$ cat src/rtl/dtx_pkg.sv
package dtx_pkg;

    typedef logic [2:0] mode_t;

    localparam mode_t MODE_QUIET   = 3'd0;
    localparam mode_t MODE_CARRIER = 3'd1;
    localparam mode_t MODE_SEND    = 3'd4;

    typedef enum logic [1:0] {
        ST_IDLE = 2'd0,
        ST_SEND = 2'd1,
        ST_GAP  = 2'd2
    } tx_state_e;

    // three time units inside one bit cell
    typedef enum logic [1:0] {
        PH_MARK  = 2'd0,
        PH_SHAPE = 2'd1,
        PH_SPACE = 2'd2
    } phase_e;

    typedef struct packed {
        logic sq;    // carrier level
        logic tick;  // last cycle of a time unit
    } tone_t;

    localparam int BITS_PER_CELL = 9;

    // ninth bit: total ones across data and parity is odd
    function automatic logic odd_parity(input logic [7:0] b);
        return ~(^b);
    endfunction

endpackage

$ cat src/rtl/dtx_tone_gen.sv
module dtx_tone_gen
    import dtx_pkg::*;
#(
    parameter int HALF_CLKS      = 2273,
    parameter int TONES_PER_UNIT = 11
) (
    input  logic  clk,
    input  logic  rst,
    input  logic  restart,
    output tone_t tone
);
    localparam int HW = (HALF_CLKS > 1) ? $clog2(HALF_CLKS) : 1;
    localparam int PW = (TONES_PER_UNIT > 1) ? $clog2(TONES_PER_UNIT) : 1;

    logic [HW-1:0] half_cnt;
    logic [PW-1:0] per_cnt;
    logic          sq_q;
    logic          half_end;

    assign half_end = (half_cnt == HW'(HALF_CLKS - 1));

    always_ff @(posedge clk) begin
        if (rst || restart) begin
            half_cnt <= '0;
            per_cnt  <= '0;
            sq_q     <= 1'b1;
        end else if (half_end) begin
            half_cnt <= '0;
            sq_q     <= ~sq_q;
            if (!sq_q) begin
                per_cnt <= (per_cnt == PW'(TONES_PER_UNIT - 1)) ? '0 : per_cnt + 1'b1;
            end
        end else begin
            half_cnt <= half_cnt + 1'b1;
        end
    end

    assign tone.sq   = sq_q;
    assign tone.tick = half_end && !sq_q && (per_cnt == PW'(TONES_PER_UNIT - 1));

endmodule

$ cat src/rtl/dtx_msg_buffer.sv
module dtx_msg_buffer #(
    parameter int DEPTH = 8,
    localparam int AW = $clog2(DEPTH),
    localparam int LW = $clog2(DEPTH + 1)
) (
    input  logic          clk,
    input  logic          rst,
    input  logic          lock,
    input  logic          buf_we,
    input  logic [AW-1:0] buf_addr,
    input  logic [7:0]    buf_wdata,
    input  logic          len_we,
    input  logic [LW-1:0] len_wdata,
    input  logic [AW-1:0] rd_addr,
    output logic [7:0]    rd_byte,
    output logic [LW-1:0] len_q
);
    logic [7:0] cells [DEPTH];

    for (genvar i = 0; i < DEPTH; i++) begin : g_cell
        always_ff @(posedge clk) begin
            if (rst) begin
                cells[i] <= '0;
            end else if (buf_we && !lock && (buf_addr == AW'(i))) begin
                cells[i] <= buf_wdata;
            end
        end
    end

    always_ff @(posedge clk) begin
        if (rst) begin
            len_q <= '0;
        end else if (len_we && !lock) begin
            len_q <= (len_wdata > LW'(DEPTH)) ? LW'(DEPTH) : len_wdata;
        end
    end

    assign rd_byte = cells[rd_addr];

endmodule

$ cat src/rtl/dtx_sequencer.sv
module dtx_sequencer
    import dtx_pkg::*;
#(
    parameter int DEPTH        = 8,
    parameter int LISTEN_UNITS = 10,
    localparam int AW = $clog2(DEPTH),
    localparam int LW = $clog2(DEPTH + 1),
    localparam int GW = (LISTEN_UNITS > 1) ? $clog2(LISTEN_UNITS) : 1
) (
    input  logic          clk,
    input  logic          rst,
    input  logic          start,
    input  logic          tick,
    input  logic [LW-1:0] len,
    input  logic [7:0]    cur_byte,
    output logic [AW-1:0] rd_addr,
    output logic          busy,
    output logic          listen,
    output logic          mark
);
    tx_state_e     st;
    phase_e        ph;
    logic [LW-1:0] byte_idx;
    logic [3:0]    bit_idx;
    logic [GW-1:0] gap_cnt;
    logic          listen_q;
    logic          cur_bit;
    logic          last_bit;

    assign last_bit = (bit_idx == 4'(BITS_PER_CELL - 1));
    assign cur_bit  = last_bit ? odd_parity(cur_byte) : cur_byte[3'd7 - bit_idx[2:0]];

    always_ff @(posedge clk) begin
        if (rst) begin
            st       <= ST_IDLE;
            ph       <= PH_MARK;
            byte_idx <= '0;
            bit_idx  <= '0;
            gap_cnt  <= '0;
            listen_q <= 1'b0;
        end else if (start) begin
            st       <= ST_SEND;
            ph       <= PH_MARK;
            byte_idx <= '0;
            bit_idx  <= '0;
            listen_q <= 1'b0;
        end else if (tick) begin
            case (st)
                ST_SEND: begin
                    if (ph == PH_SPACE) begin
                        ph <= PH_MARK;
                        if (last_bit) begin
                            bit_idx <= '0;
                            if (byte_idx == len - 1'b1) begin
                                st      <= ST_GAP;
                                gap_cnt <= '0;
                            end else begin
                                byte_idx <= byte_idx + 1'b1;
                            end
                        end else begin
                            bit_idx <= bit_idx + 1'b1;
                        end
                    end else begin
                        ph <= (ph == PH_MARK) ? PH_SHAPE : PH_SPACE;
                    end
                end
                ST_GAP: begin
                    if (gap_cnt == GW'(LISTEN_UNITS - 1)) begin
                        st       <= ST_IDLE;
                        listen_q <= 1'b1;
                    end else begin
                        gap_cnt <= gap_cnt + 1'b1;
                    end
                end
                default: ;
            endcase
        end
    end

    assign rd_addr = byte_idx[AW-1:0];
    assign busy    = (st == ST_SEND);
    assign listen  = listen_q;
    assign mark    = (st == ST_SEND) && ((ph == PH_MARK) || ((ph == PH_SHAPE) && !cur_bit));

endmodule

$ cat src/rtl/diseqc_tx.sv
module diseqc_tx
    import dtx_pkg::*;
#(
    parameter int HALF_CLKS      = 2273,
    parameter int TONES_PER_UNIT = 11,
    parameter int LISTEN_UNITS   = 10,
    parameter int DEPTH          = 8,
    localparam int AW = $clog2(DEPTH),
    localparam int LW = $clog2(DEPTH + 1)
) (
    input  logic          clk,
    input  logic          rst,
    input  logic          mode_we,
    input  logic [2:0]    mode_wdata,
    input  logic          buf_we,
    input  logic [AW-1:0] buf_addr,
    input  logic [7:0]    buf_wdata,
    input  logic          len_we,
    input  logic [LW-1:0] len_wdata,
    output logic          lnb_tone,
    output logic          busy,
    output logic          listen
);
    mode_t         mode_q;
    tone_t         tone;
    logic          start;
    logic          mark;
    logic [7:0]    cur_byte;
    logic [AW-1:0] rd_addr;
    logic [LW-1:0] len_q;

    assign start = mode_we && !busy && (mode_wdata == MODE_SEND) && (len_q != '0);

    always_ff @(posedge clk) begin
        if (rst) begin
            mode_q <= MODE_QUIET;
        end else if (mode_we && !busy) begin
            mode_q <= mode_wdata;
        end
    end

    dtx_tone_gen #(
        .HALF_CLKS     (HALF_CLKS),
        .TONES_PER_UNIT(TONES_PER_UNIT)
    ) u_tone (
        .clk    (clk),
        .rst    (rst),
        .restart(start),
        .tone   (tone)
    );

    dtx_msg_buffer #(
        .DEPTH(DEPTH)
    ) u_buf (
        .clk      (clk),
        .rst      (rst),
        .lock     (busy),
        .buf_we   (buf_we),
        .buf_addr (buf_addr),
        .buf_wdata(buf_wdata),
        .len_we   (len_we),
        .len_wdata(len_wdata),
        .rd_addr  (rd_addr),
        .rd_byte  (cur_byte),
        .len_q    (len_q)
    );

    dtx_sequencer #(
        .DEPTH       (DEPTH),
        .LISTEN_UNITS(LISTEN_UNITS)
    ) u_seq (
        .clk     (clk),
        .rst     (rst),
        .start   (start),
        .tick    (tone.tick),
        .len     (len_q),
        .cur_byte(cur_byte),
        .rd_addr (rd_addr),
        .busy    (busy),
        .listen  (listen),
        .mark    (mark)
    );

    assign lnb_tone = tone.sq && (busy ? mark : (mode_q == MODE_CARRIER));

endmodule

$ cat config.mk
export PLATFORM = sky130hd
export DESIGN_NAME = diseqc_tx
export DESIGN_NICKNAME = d
export VERILOG_FILES = /design/src/rtl/dtx_pkg.sv /design/src/rtl/dtx_tone_gen.sv /design/src/rtl/dtx_msg_buffer.sv /design/src/rtl/dtx_sequencer.sv /design/src/rtl/diseqc_tx.sv
export SDC_FILE = /design/constraint.sdc
export NUM_CORES = 1
export LEC_CHECK = 0
export BUFFER_PORTS_ARGS = -buffer_cell sky130_fd_sc_hd__buf_2
export CORE_ASPECT_RATIO = 1.25
export CORE_MARGIN = 5
export CORE_UTILIZATION = 40
export DETAILED_ROUTE_END_ITERATION = 10
export PLACE_DENSITY = 0.59
export RECOVER_POWER = 100
export SYNTH_ARGS = -nofsm -noshare
export SYNTH_HDL_FRONTEND = slang
export SYNTH_HIERARCHICAL = 1
export SYNTH_SLANG_ARGS = --single-unit
$ cat constraint.sdc
create_clock -name clk -period 4.4 [get_ports clk]
set_input_delay 0.88 -clock clk [delete_from_list [all_inputs] [get_ports clk]]
set_output_delay 0.88 -clock clk [all_outputs]
set_load 0.02 [all_outputs]
# Word-level counts from Yosys, hierarchy flattened
# Memories as Yosys holds them, arrays and structs flattened. A register that Yosys moved wholly into a read port is not among the register bits.
# Cells that the tools add are included.
[totals]
ff_bits = 41
mem_bits_rw = 64
input_bits = 23
out_inout_bits = 3
word_cells = 158
mem_count = 1
[op_classes]
addsub = 7
n_lt_le_gt_ge = 2
eq_ne = 27
mux = 57
bitwise_logic = 12
reduce_logical = 40
[memory_table]
columns = ["name", "depth", "word_bits", "rd", "rd_ports_with_merged_regs", "write_ports", "line", "source"]
rows = [
  ["u_buf.cells", 8, 8, 1, 1, 8, "dtx_msg_buffer.sv:18", "logic [7:0] cells [DEPTH];"],
]
[ops]
columns = ["operator", "count"]
rows = [
  ["$mux W8", 8],
  ["$mux W1", 31],
  ["$mux W4", 7],
  ["$logic_and A1 B1 Y1", 18],
  ["$add A4 B1 Y4 const B", 4],
  ["$eq A3 B3 Y1 const B", 5],
  ["$add A12 B1 Y12 const B", 1],
  ["$eq A12 B12 Y1 const B", 1],
  ["$eq A4 B4 Y1 const B", 3],
  ["$mux W2", 6],
  ["$reduce_and A6 Y1", 2],
  ["$ne A3 B1 Y1 const B", 3],
  ["$ne A2 B1 Y1 const B", 4],
  ["$or A1 B1 Y1", 8],
  ["$pmux W4 S2", 1],
  ["$reduce_xor A8 Y1", 1],
  ["$reduce_and A7 Y1", 1],
  ["$eq A3 B1 Y1 const B", 2],
  ["$eq A3 B2 Y1 const B", 2],
  ["$mux W3", 2],
  ["$reduce_and A3 Y1", 2],
  ["$reduce_and A5 Y1", 1],
  ["$eq A2 B1 Y1 const B", 2],
  ["$eq A2 B2 Y1 const B", 2],
  ["other kinds (19)", 28],
]

# Depth between registers and ports, before layout
# Gate-level depths: netlist of run 1.
[depth]
word_depth = 10
depth_mapped = 12
ltp_nobuf = 10

# Cells and area by module
# Netlist of run 1, hierarchy kept.
[by_module_without_submodules]
columns = ["mod", "n_inst", "cells_each", "area_each_um2", "seq_area_each_um2"]
rows = [
  ["dtx_msg_buffer", 1, 205, 3211.8, 2001.9],
  ["dtx_sequencer", 1, 139, 1208.7, 340.3],
  ["dtx_tone_gen", 1, 92, 830.8, 340.3],
  ["diseqc_tx", 1, 17, 160.2, 60.1],
]

# Least setup slack after synthesis of run 1
# No wires, ideal clock.
[synth_timing]
path_kind = "reg2out"
startpoint = "reg, netlist name u_seq/byte_idx[0]"
endpoint = "out lnb_tone"
arrival_time_ps = 2927
t_required_ps = 3520
path_slack_ps = 593
stages_incl_launch_ff = 11
n_path_buf = 3
cell_sequence = "dfxtp_1 > buf_4 > buf_6 > buf_12 > mux4_1 > mux2_2 > mux4_2 > a311o_1 > a31oi_1 > a21oi_1 > nor2b_1"
[synth_lines]
columns = ["element", "line", "source"]
rows = [
  ["to (decl)", "diseqc_tx.sv:20", "output logic lnb_tone,"],
]

==> impl_metrics.tcl, run 1 <==
set metrics [dict create \
    outcome "completed" \
    relSlewSlack 0.253 \
    vias 3449 \
    rrSetupSlack_ns 0.83 \
    clock.fmax_mhz 243 \
    reg2reg_depth 10 \
    crit_arrival_ns 3.24 \
    busiest_layer "met2" \
    worst_pin_slew_ns 1.09 \
    antenna_found_initial 0 \
    synthTopCellsByCount "65 x and2_1, 64 x edfxtp_1, 41 x dfxtp_1, 33 x nor2_1, 29 x nand2_1" \
    startpoint "u_seq/byte_idx[2]" \
    finalNonFillerCells 654 \
    wl_um 11200 \
    initial_core_util 0.407 \
    gr-total-overflow 0 \
    critPathKind "flop to output port" \
    synthFlopType "edfxtp_1" \
    cts_tree "built" \
    netlist_instances 453 \
    async_flop_share 0 \
    end_kind "output port" \
    syn_avg_cell_area_um2 11.9 \
    hold_viol 0 \
    post_cts_buffers 0 \
    finClkSkew_ns 0.00825 \
    drc 0 \
    post_cts_resized 0 \
    grt_max_degree 27 \
    grt_pass1_vias 3472 \
    fin_util 0.446 \
    die_w_um 114 \
    clk_pin_slew_ns 0.07 \
    clkLatencyLatePin_ns 0.36 \
    leakagePower_nw 2.13 \
    crit_required_ns 3.52 \
    nets 511 \
    grt_pass1_wl_um 17900 \
    syn2layout_area_growth_pct 9.53 \
    cts-root-buf "clkbuf_16" \
    core_area_mm2 0.0133 \
    met1_usage 0.180 \
    min_period_ns 4.12 \
    synth_edf_count 64 \
    ys_ff_latch 105 \
    grt.met2_usage 0.248 \
    dp_cells 638 \
    clock_path_buffers 2 \
    ios 26 \
    rr_startpoint "u_tone/half_cnt[0]" \
    ys_seq_area_frac 0.507 \
    drive_gt1_frac 0.130 \
    fin_tns_setup_ns 0 \
    synth_nets 486 \
    yosysMostFrequentCell "and2_1" \
    path_cells "mux4_1 > mux2_2 > mux4_2 > a311o_1 > a31oi_1 > a21oi_1 > nor2b_1 > clkbuf_2" \
    grtUsageMet3 0.0211 \
    wl_per_cell_um 17.2 \
    dp_hpwl_um 8170 \
    finalSetupViolCount 0 \
    postRouteAntennaNets 0 \
    syn-cell-area_mm2 0.00541 \
    rsz0062_at_grt "false" \
    dieHeight_um 140 \
    yosysUniqueCellTypes 62 \
    worst_path_largest_cell_delay_ns 0.76 \
    synth_area_leaders "edfxtp_1 36%, dfxtp_1 15%, and2_1 7.5%, mux4_1 6.8%, xnor2_1 3.1%" \
    htree_levels 3 \
    vias_per_cell 5.27 \
    critPathCapture "lnb_tone" \
    dr.pass1.iters 4 \
    startpoint_type "flop" \
    die-area_mm2 0.0160 \
    n_antenna_cell 0 \
    drv_cap 0 \
    io_buffers 25 \
    crit_slowest_cell "dfxtp_1" \
    power_density_mw_per_mm2 354 \
    drv_slew 0 \
    yosysTopAreaCellShare 0.355 \
    synth.largest_area_cell "edfxtp_1" \
    cts.sinks 105 \
    yosysWarnings 6 \
    gp_congestion 0.828 \
    period_share 0.936 \
    drtIter0Drc 212 \
    rows 47 \
    hold_path_class "flop to flop" \
    cts_made_buffers 9 \
    r2r-end "u_seq/gap_cnt[3]" \
    vdd_ir_drop_max_uv 271 \
    critPathMaxFanout 17 \
    grtUsageTotal 0.146 \
    cts_hold_buf 0 \
]
==> final cells by class <==
type / instances / area (um^2)
clock inverter: 7 / 108
tap: 171 / 214
clock buffer: 9 / 225
sequential: 105 / 2740
timing repair buffer: 32 / 160
inverter: 18 / 67.6
multi-input combinational: 312 / 2410
fill: 1265 / 7360
==> through the flow <==
step	worst slack (ns)	hold slack [ns]	area [um^2]	power [mW]
global route	0.0838	0.522	5930	2.17
floorplan	0.593	0.441	5410	1.18
global placement	0.684	0.460	5690	1.23
finish	0.280	0.485	5930	2.10
CTS	0.258	0.488	6020	2.12
detailed placement	0.668	0.469	5690	1.23
==> layout by cell type (no fill, tap or decap), drive strengths merged, types with 14 or more instances in the layout <==
cell / synthesis / routed
dfxtp: 41 / 41
clkbuf: 7 / 16
and2: 65 / 65
edfxtp: 64 / 64
a21oi: 14 / 14
nor2: 36 / 36
xnor2: 19 / 19
buf: 11 / 25
nand2: 30 / 30
mux4: 18 / 18
inv: 18 / 21
==> registers in the layout, summed over array words and instances, names as in the netlist <==
register,cells
u_seq/ph,2
u_seq/st,2
u_seq/bit_idx,4
u_buf/cells,64
u_seq/gap_cnt,4
u_tone/half_cnt,12
mode_q,3
u_seq/byte_idx,4
u_seq/listen,1
u_tone/per_cnt,4
u_buf/len_q,4
u_tone/sq_q,1
==> report_power, final <==
| group | switching, mW | internal [mW] | total, mW |
|---|---|---|---|
| combinational | 0.0714 | 0.0453 | 0.117 |
| sequential | 0.0136 | 1.07 | 1.08 |
| clock | 0.387 | 0.510 | 0.897 |
==> critical path, delay by kind of cell (launching register included) <==
family	cells	cell delay, ns
multiplexers	3	1.18
flip-flops	1	0.76
AO/OA/AOI/OAI	3	0.63
buffers and inverters	1	0.18
AND/OR/NAND/NOR	1	0.13
==> per-layer routing <==
layer / part of all wire / wire [um]
met5: 0 / 0
met4: 0.024 / 275
met3: 0.030 / 335
met2: 0.52 / 5800
met1: 0.43 / 4830
==> worst min path at each step <==
| stage | endpoint | from | depth (start not counted) |
|---|---|---|---|
| 6_report | u_tone/half_cnt[0] | u_tone/half_cnt[0] | 1 |
| 5_1_grt | u_buf/len_q[3] | u_buf/len_q[3] | 2 |
| 4_1_cts | u_tone/half_cnt[0] | u_tone/half_cnt[0] | 1 |
| 3_5_place_dp | u_seq/listen | u_seq/listen | 2 |
| 3_3_place_gp | u_tone/half_cnt[0] | u_tone/half_cnt[0] | 1 |
| 2_1_floorplan | u_tone/half_cnt[0] | u_tone/half_cnt[0] | 1 |
==> cells by family after synthesis <==
group	after synthesis	share of synthesized area
and+or+nand+nor	197	0.213
DFF	105	0.507
AOI/OAI and AO/OA	47	0.0659
buffers and inverters	36	0.0333
muxes	33	0.114
xor gates and xnor gates	25	0.0432
adders and majority gates	10	0.0231
No activity file was read; power rests on OpenSTA's default activity.
==> run 2, diff against run 1 <==
--- a/config.mk
+++ b/config.mk
@@ -10,4 +10,5 @@
 export CORE_MARGIN = 5
 export CORE_UTILIZATION = 40
+export CTS_BUF_LIST = sky130_fd_sc_hd__clkbuf_4
 export DETAILED_ROUTE_END_ITERATION = 10
 export PLACE_DENSITY = 0.59
==> constraint.sdc (replaced) <==
create_clock -name clk -period 4.4 [get_ports clk]
set_input_delay 0.22 -clock clk [delete_from_list [all_inputs] [get_ports clk]]
set_output_delay 0.22 -clock clk [all_outputs]
set_load 0.02 [all_outputs]
==> impl_metrics.tcl, run 2 (synthesis gave the netlist of run 1 again) <==
set metrics [dict create \
    outcome "completed" \
    cts-root-buf "clkbuf_4" \
    swShare 0.244 \
    rows 47 \
    final_cell_area_mm2 0.00576 \
    leakagePower_nw 2.04 \
    clock_path_buffers 2 \
    reg_top3 "u_buf/cells (64), u_tone/half_cnt (12)" \
    dieHeight_um 140 \
    power_frac_seq 0.663 \
    drive_gt1_frac 0.119 \
    crit_required_ns 4.18 \
    post_cts_resized 0 \
    layout_common_cells "64 x edfxtp_1, 47 x and2_0, 41 x dfxtp_1" \
    cts.sinks 105 \
    vias 3495 \
    drc 0 \
    fin_util 0.433 \
    clkPwrFrac 0.262 \
    worst_pin_slew_ns 1.13 \
    vdd_ir_drop_max_uv 114 \
    gp_congestion 0.797 \
    finalSetupViolCount 0 \
    htree_levels 3 \
    dp_hpwl_um 8480 \
    grtUsageTotal 0.152 \
    hold_path_class "input pin to flop" \
    wl_per_cell_um 17.4 \
    period_share 0.881 \
    cts_made_buffers 9 \
    n_antenna_cell 0 \
    rrSetupSlack_ns 0.77 \
    ios 26 \
    dr.pass1.iters 5 \
    wl_um 11500 \
    fin_tns_setup_ns 0 \
    critPathKind "flop to output port" \
    vias_per_cell 5.30 \
    rr_startpoint "u_tone/half_cnt[0]" \
    gr-total-overflow 0 \
    min_period_ns 3.88 \
    startpoint_type "flop" \
    finClkSkew_ns 0.0108 \
    dpl-instance-area_mm2 0.00568 \
    r2r-end "u_seq/gap_cnt[3]" \
    postRouteAntennaNets 0 \
    reg2reg_depth 10 \
    core_area_mm2 0.0133 \
    end_kind "output port" \
    crit_slowest_cell "dfxtp_1" \
    drv_cap 0 \
    largest_reg_flops 64 \
    critPathMaxFanout 14 \
    clkLatencyLatePin_ns 0.48 \
    multi_input_area_mm2 0.00241 \
    power_density_mw_per_mm2 284 \
    power.switching_mw 0.399 \
    path_cells "clkbuf_1 > mux4_1 > mux2_2 > mux4_2 > nand2_1 > o21ai_0 > a31oi_1 > a21oi_1 > nor2b_1 > buf_2" \
    grt_pass1_vias 3513 \
    hold_path_end "u_buf/len_q[1]" \
    worst_path_largest_cell_delay_ns 0.77 \
    fillers 1310 \
    clock.fmax_mhz 258 \
    rsz0062_at_grt "false" \
    hold_viol 0 \
    nets 517 \
    regArea_mm2 0.00274 \
    clk_pin_slew_ns 0.14 \
    min_path_cells 4 \
    io_buffers 25 \
    antenna_found_initial 0 \
    holdCritStartpoint "len_we" \
    regMostFlops "u_buf/cells" \
    initial_core_util 0.407 \
    drv_slew 0 \
    drtIter0Drc 243 \
    die_w_um 114 \
    die-area_mm2 0.0160 \
    pwr-share-comb 0.074 \
    power.internal_mw 1.24 \
    relSlewSlack 0.239 \
    syn2layout_area_growth_pct 6.40 \
    grt_pass1_wl_um 18500 \
    cts_tree "built" \
    crit_arrival_ns 3.66 \
    final_common_cell "edfxtp_1" \
    grt_max_degree 27 \
]
==> run 2: cell count changes in the layout (fill, tap and decap cells not counted), moves of 2 or more <==
| cell | change |
|---|---|
| clkbuf_4 | +10 |
| and2_0 | +3 |
| and2_1 | -3 |
| bufinv_16 | -2 |
| inv_8 | -2 |
| buf_4 | -2 |
| clkbuf_16 | -9 |
| dlygate4sd3_1 | +7 |
==> run 2: area by class of cell <==
type | instances | share of cell area
inverter | 18 | 0.0117
sequential | 105 | 0.476
tap | 171 | 0.0372
multi-input combinational | 312 | 0.418
clock inverter | 5 | 0.00565
timing repair buffer | 38 | 0.0380
clock buffer | 10 | 0.0130
==> run 2: worst max-delay path by stage <==
stage | slack [ns] | cells after the start | start | endpoint
floorplan | 1.25 | 10 | u_seq/byte_idx[0] | lnb_tone
global placement | 1.17 | 8 | u_seq/byte_idx[0] | lnb_tone
detailed placement | 1.09 | 8 | u_seq/byte_idx[0] | lnb_tone
CTS | 0.53 | 8 | u_seq/byte_idx[0] | lnb_tone
global route | 0.19 | 10 | u_seq/byte_idx[0] | lnb_tone
finish | 0.52 | 10 | u_seq/byte_idx[0] | lnb_tone
==> run 2: power groups by stage <==
stage	sequential (mW)	combinational, mW	clock (mW)
2_1_floorplan	1.10	0.0814	0
3_3_place_gp	1.11	0.122	0
3_5_place_dp	1.11	0.124	0
4_1_cts	1.09	0.129	0.453
5_1_grt	1.09	0.135	0.488
6_report	1.09	0.121	0.430
==> run 2: repair_timing <==
item / in CTS / in global routing
hold buffers: 7 / 0
endpoints found under the setup margin: 0 / 0
hold endpoints to repair: 7 / 0
buffers inserted: 0 / 0
==> run 2: routing by layer <==
metal  GRT usage  wire length, um  vias up
met5           0                0        -
met4      0.0707              289        0
met3      0.0280              351       19
met2       0.259             5900       60
met1       0.184             4950     1712
li1            -                -     1704
==> run 2: worst max-delay path, delay by kind of cell, from the launching register on <==
| kind | cells | cell delay, ns |
|---|---|---|
| muxes | 3 | 1.36 |
| AOI/OAI and AO/OA | 3 | 0.38 |
| buffers and inverters | 2 | 0.49 |
| and+or+nand+nor | 2 | 0.20 |
| DFF | 1 | 0.77 |
==> run 2: through the flow <==
stage | hold WS [ns] | power (mW) | setup WS, ns | instances
6_report | 0.0953 | 1.64 | 0.524 | 659
5_1_grt | 0.0577 | 1.71 | 0.192 | 659
4_1_cts | 0.0493 | 1.67 | 0.533 | 659
3_5_place_dp | 0.459 | 1.23 | 1.09 | 637
3_3_place_gp | 0.458 | 1.23 | 1.17 | 637
2_1_floorplan | 0.292 | 1.18 | 1.25 | 453
==> run 3, diff against run 2 <==
Settings changed: PLACE_DENSITY 0.59 to 0.61.
Clock period 4.4 ns to 3.3 ns, I/O delays scaled along.
==> impl_metrics.tcl, run 3 (synthesis gave the netlist of run 1 again) <==
set metrics [dict create \
    cts-root-buf "clkbuf_4" \
    fillers 1260 \
    die-area_mm2 0.0160 \
    vdd_ir_drop_max_uv 226 \
    pwr-share-comb 0.077 \
    drc 0 \
    startpoint_type "flop" \
    drive_gt1_frac 0.192 \
    fin_util 0.455 \
    min_period_ns 3.31 \
    reg_top3 "u_buf/cells (64), u_tone/half_cnt (12)" \
    worst_path_largest_cell_delay_ns 0.52 \
    power_density_mw_per_mm2 384 \
    io_buffers 25 \
    crit_buf_inv 2 \
    vias_per_cell 5.25 \
    min_path_cells 2 \
    period_share 1.00 \
    htree_levels 3 \
    hold_viol 0 \
    dr.pass1.iters 4 \
    postRouteAntennaNets 0 \
    cts_made_buffers 9 \
    r2r-end "u_seq/byte_idx[3]" \
    clock_path_buffers 2 \
    outcome "complete, but fails checks" \
    die_w_um 114 \
    initial_core_util 0.407 \
    hold_path_class "input pin to flop" \
    syn2layout_area_growth_pct 11.8 \
    rrSetupSlack_ns 0.60 \
    violations "setup timing" \
    final_common_cell "edfxtp_1" \
    largest_reg_flops 64 \
    finalWorstSetupSlack_ns -0.0142 \
    dp_cells 639 \
    vias 3545 \
    grt_pass1_wl_um 19000 \
    drtIter0Drc 168 \
    grtUsageTotal 0.154 \
    startpoint "u_seq/byte_idx[0]" \
    critPathMaxFanout 7 \
    critPathKind "flop to output port" \
    grt_pass1_vias 3694 \
    critical_path.most_common_cell "mux4_2" \
    end_kind "output port" \
    relSlewSlack 0.434 \
    wl_um 11600 \
    critPathCapture "lnb_tone" \
    power.internal_mw 1.76 \
    crit_required_ns 3.13 \
    wl_per_cell_um 17.1 \
    rows 47 \
    ios 26 \
    cp_top_family "multiplexers" \
    swShare 0.244 \
    rr_startpoint "u_tone/half_cnt[0]" \
    drv_slew 0 \
    power.switching_mw 0.568 \
    clock.fmax_mhz 302 \
    finalSetupViolCount 1 \
    cts_tree "built" \
    crit_arrival_ns 3.15 \
    drv_cap 0 \
    antenna_found_initial 0 \
    finalNonFillerCells 675 \
    power_frac_seq 0.622 \
    reg2reg_depth 10 \
    clkLatencyLatePin_ns 0.47 \
    gr-total-overflow 0 \
    core_area_mm2 0.0133 \
    clk_pin_slew_ns 0.17 \
    dp_hpwl_um 8060 \
    path_cells "buf_16 > mux4_2 > mux2_4 > mux4_2 > a311o_1 > a31oi_2 > a21oi_1 > nor2b_1 > buf_4" \
    leakagePower_nw 2.20 \
    crit_slowest_cell "mux4_2" \
    cts.sinks 105 \
    grt_max_degree 27 \
    nets 532 \
    dieHeight_um 140 \
    crit_cells 9 \
    regMostFlops "u_buf/cells" \
    layout_common_cells "64 x edfxtp_1, 48 x and2_1, 40 x dfxtp_1" \
    n_antenna_cell 0 \
    clkPwrFrac 0.302 \
    gp_congestion 0.781 \
    worst_pin_slew_ns 0.842 \
    finClkSkew_ns 0.0141 \
    rsz0062_at_grt "true" \
]
## run 3: cell types whose count changed in the layout (fill, tap and decap cells not counted), sizes merged
cell and delta:
clkbuf -2, clkinvlp -3, bufinv +1, dlygate4sd3 +4, clkinv +2, buf +13
inv +1
## run 3: metal layers
layer  track usage  share of wire  vias to the layer above
met4        0.0613          0.020                        0
li1              -              -                     1726
met2         0.263           0.51                       64
met5             0              0                        -
met3        0.0311          0.041                       15
met1         0.190           0.43                     1740
## run 3: final cells by class
type | count | area [um^2] | share of cell area
Sequential cell | 105 | 2750 | 0.454
Multi-Input combinational cell | 312 | 2470 | 0.408
Timing Repair Buffer | 53 | 402 | 0.0664
Tap cell | 171 | 214 | 0.0354
Clock inverter | 6 | 76.3 | 0.0126
Clock buffer | 10 | 75.1 | 0.0124
Inverter | 18 | 67.6 | 0.0112
## run 3: timing repair
item,4_1_cts,5_1_grt
hold buffers,11,0
setup buffers,8,0
resized for setup,26,1
setup endpoints to repair,1,1
gates cloned,1,0
pin swaps,2,0
endpoints found under the hold margin,7,0
## run 3: worst min path at each step
stage	from	endpoint	slack (ns)
finish	buf_wdata[5]	u_buf/cells[0][5]	0.05
global route	buf_wdata[0]	u_buf/cells[6][0]	0.04
CTS	buf_wdata[0]	u_buf/cells[4][0]	0.03
detailed placement	mode_wdata[0]	mode_q[0]	0.44
global placement	mode_wdata[0]	mode_q[0]	0.42
floorplan	rst	mode_q[0]	0.24
## run 3: power groups by stage
stage / Combinational [mW] / Sequential [mW] / Clock [mW]
finish: 0.178 / 1.44 / 0.701
global route: 0.197 / 1.45 / 0.786
CTS: 0.183 / 1.45 / 0.727
detailed placement: 0.169 / 1.47 / 0
global placement: 0.164 / 1.47 / 0
floorplan: 0.109 / 1.47 / 0
## run 3: through the flow
step	hold WS (ns)	total power, mW	cell area [um^2]	setup slack (ns)	setup TNS, ns
after floorplan	0.237	1.57	5410	0.208	0
after global placement	0.421	1.64	5720	0.328	0
after CTS	0.0270	2.36	6070	-0.0952	-0.0952
final	0.0548	2.32	6050	-0.0142	-0.0142
after global routing	0.0408	2.43	6050	-0.194	-0.194
after detailed placement	0.441	1.64	5720	0.248	0
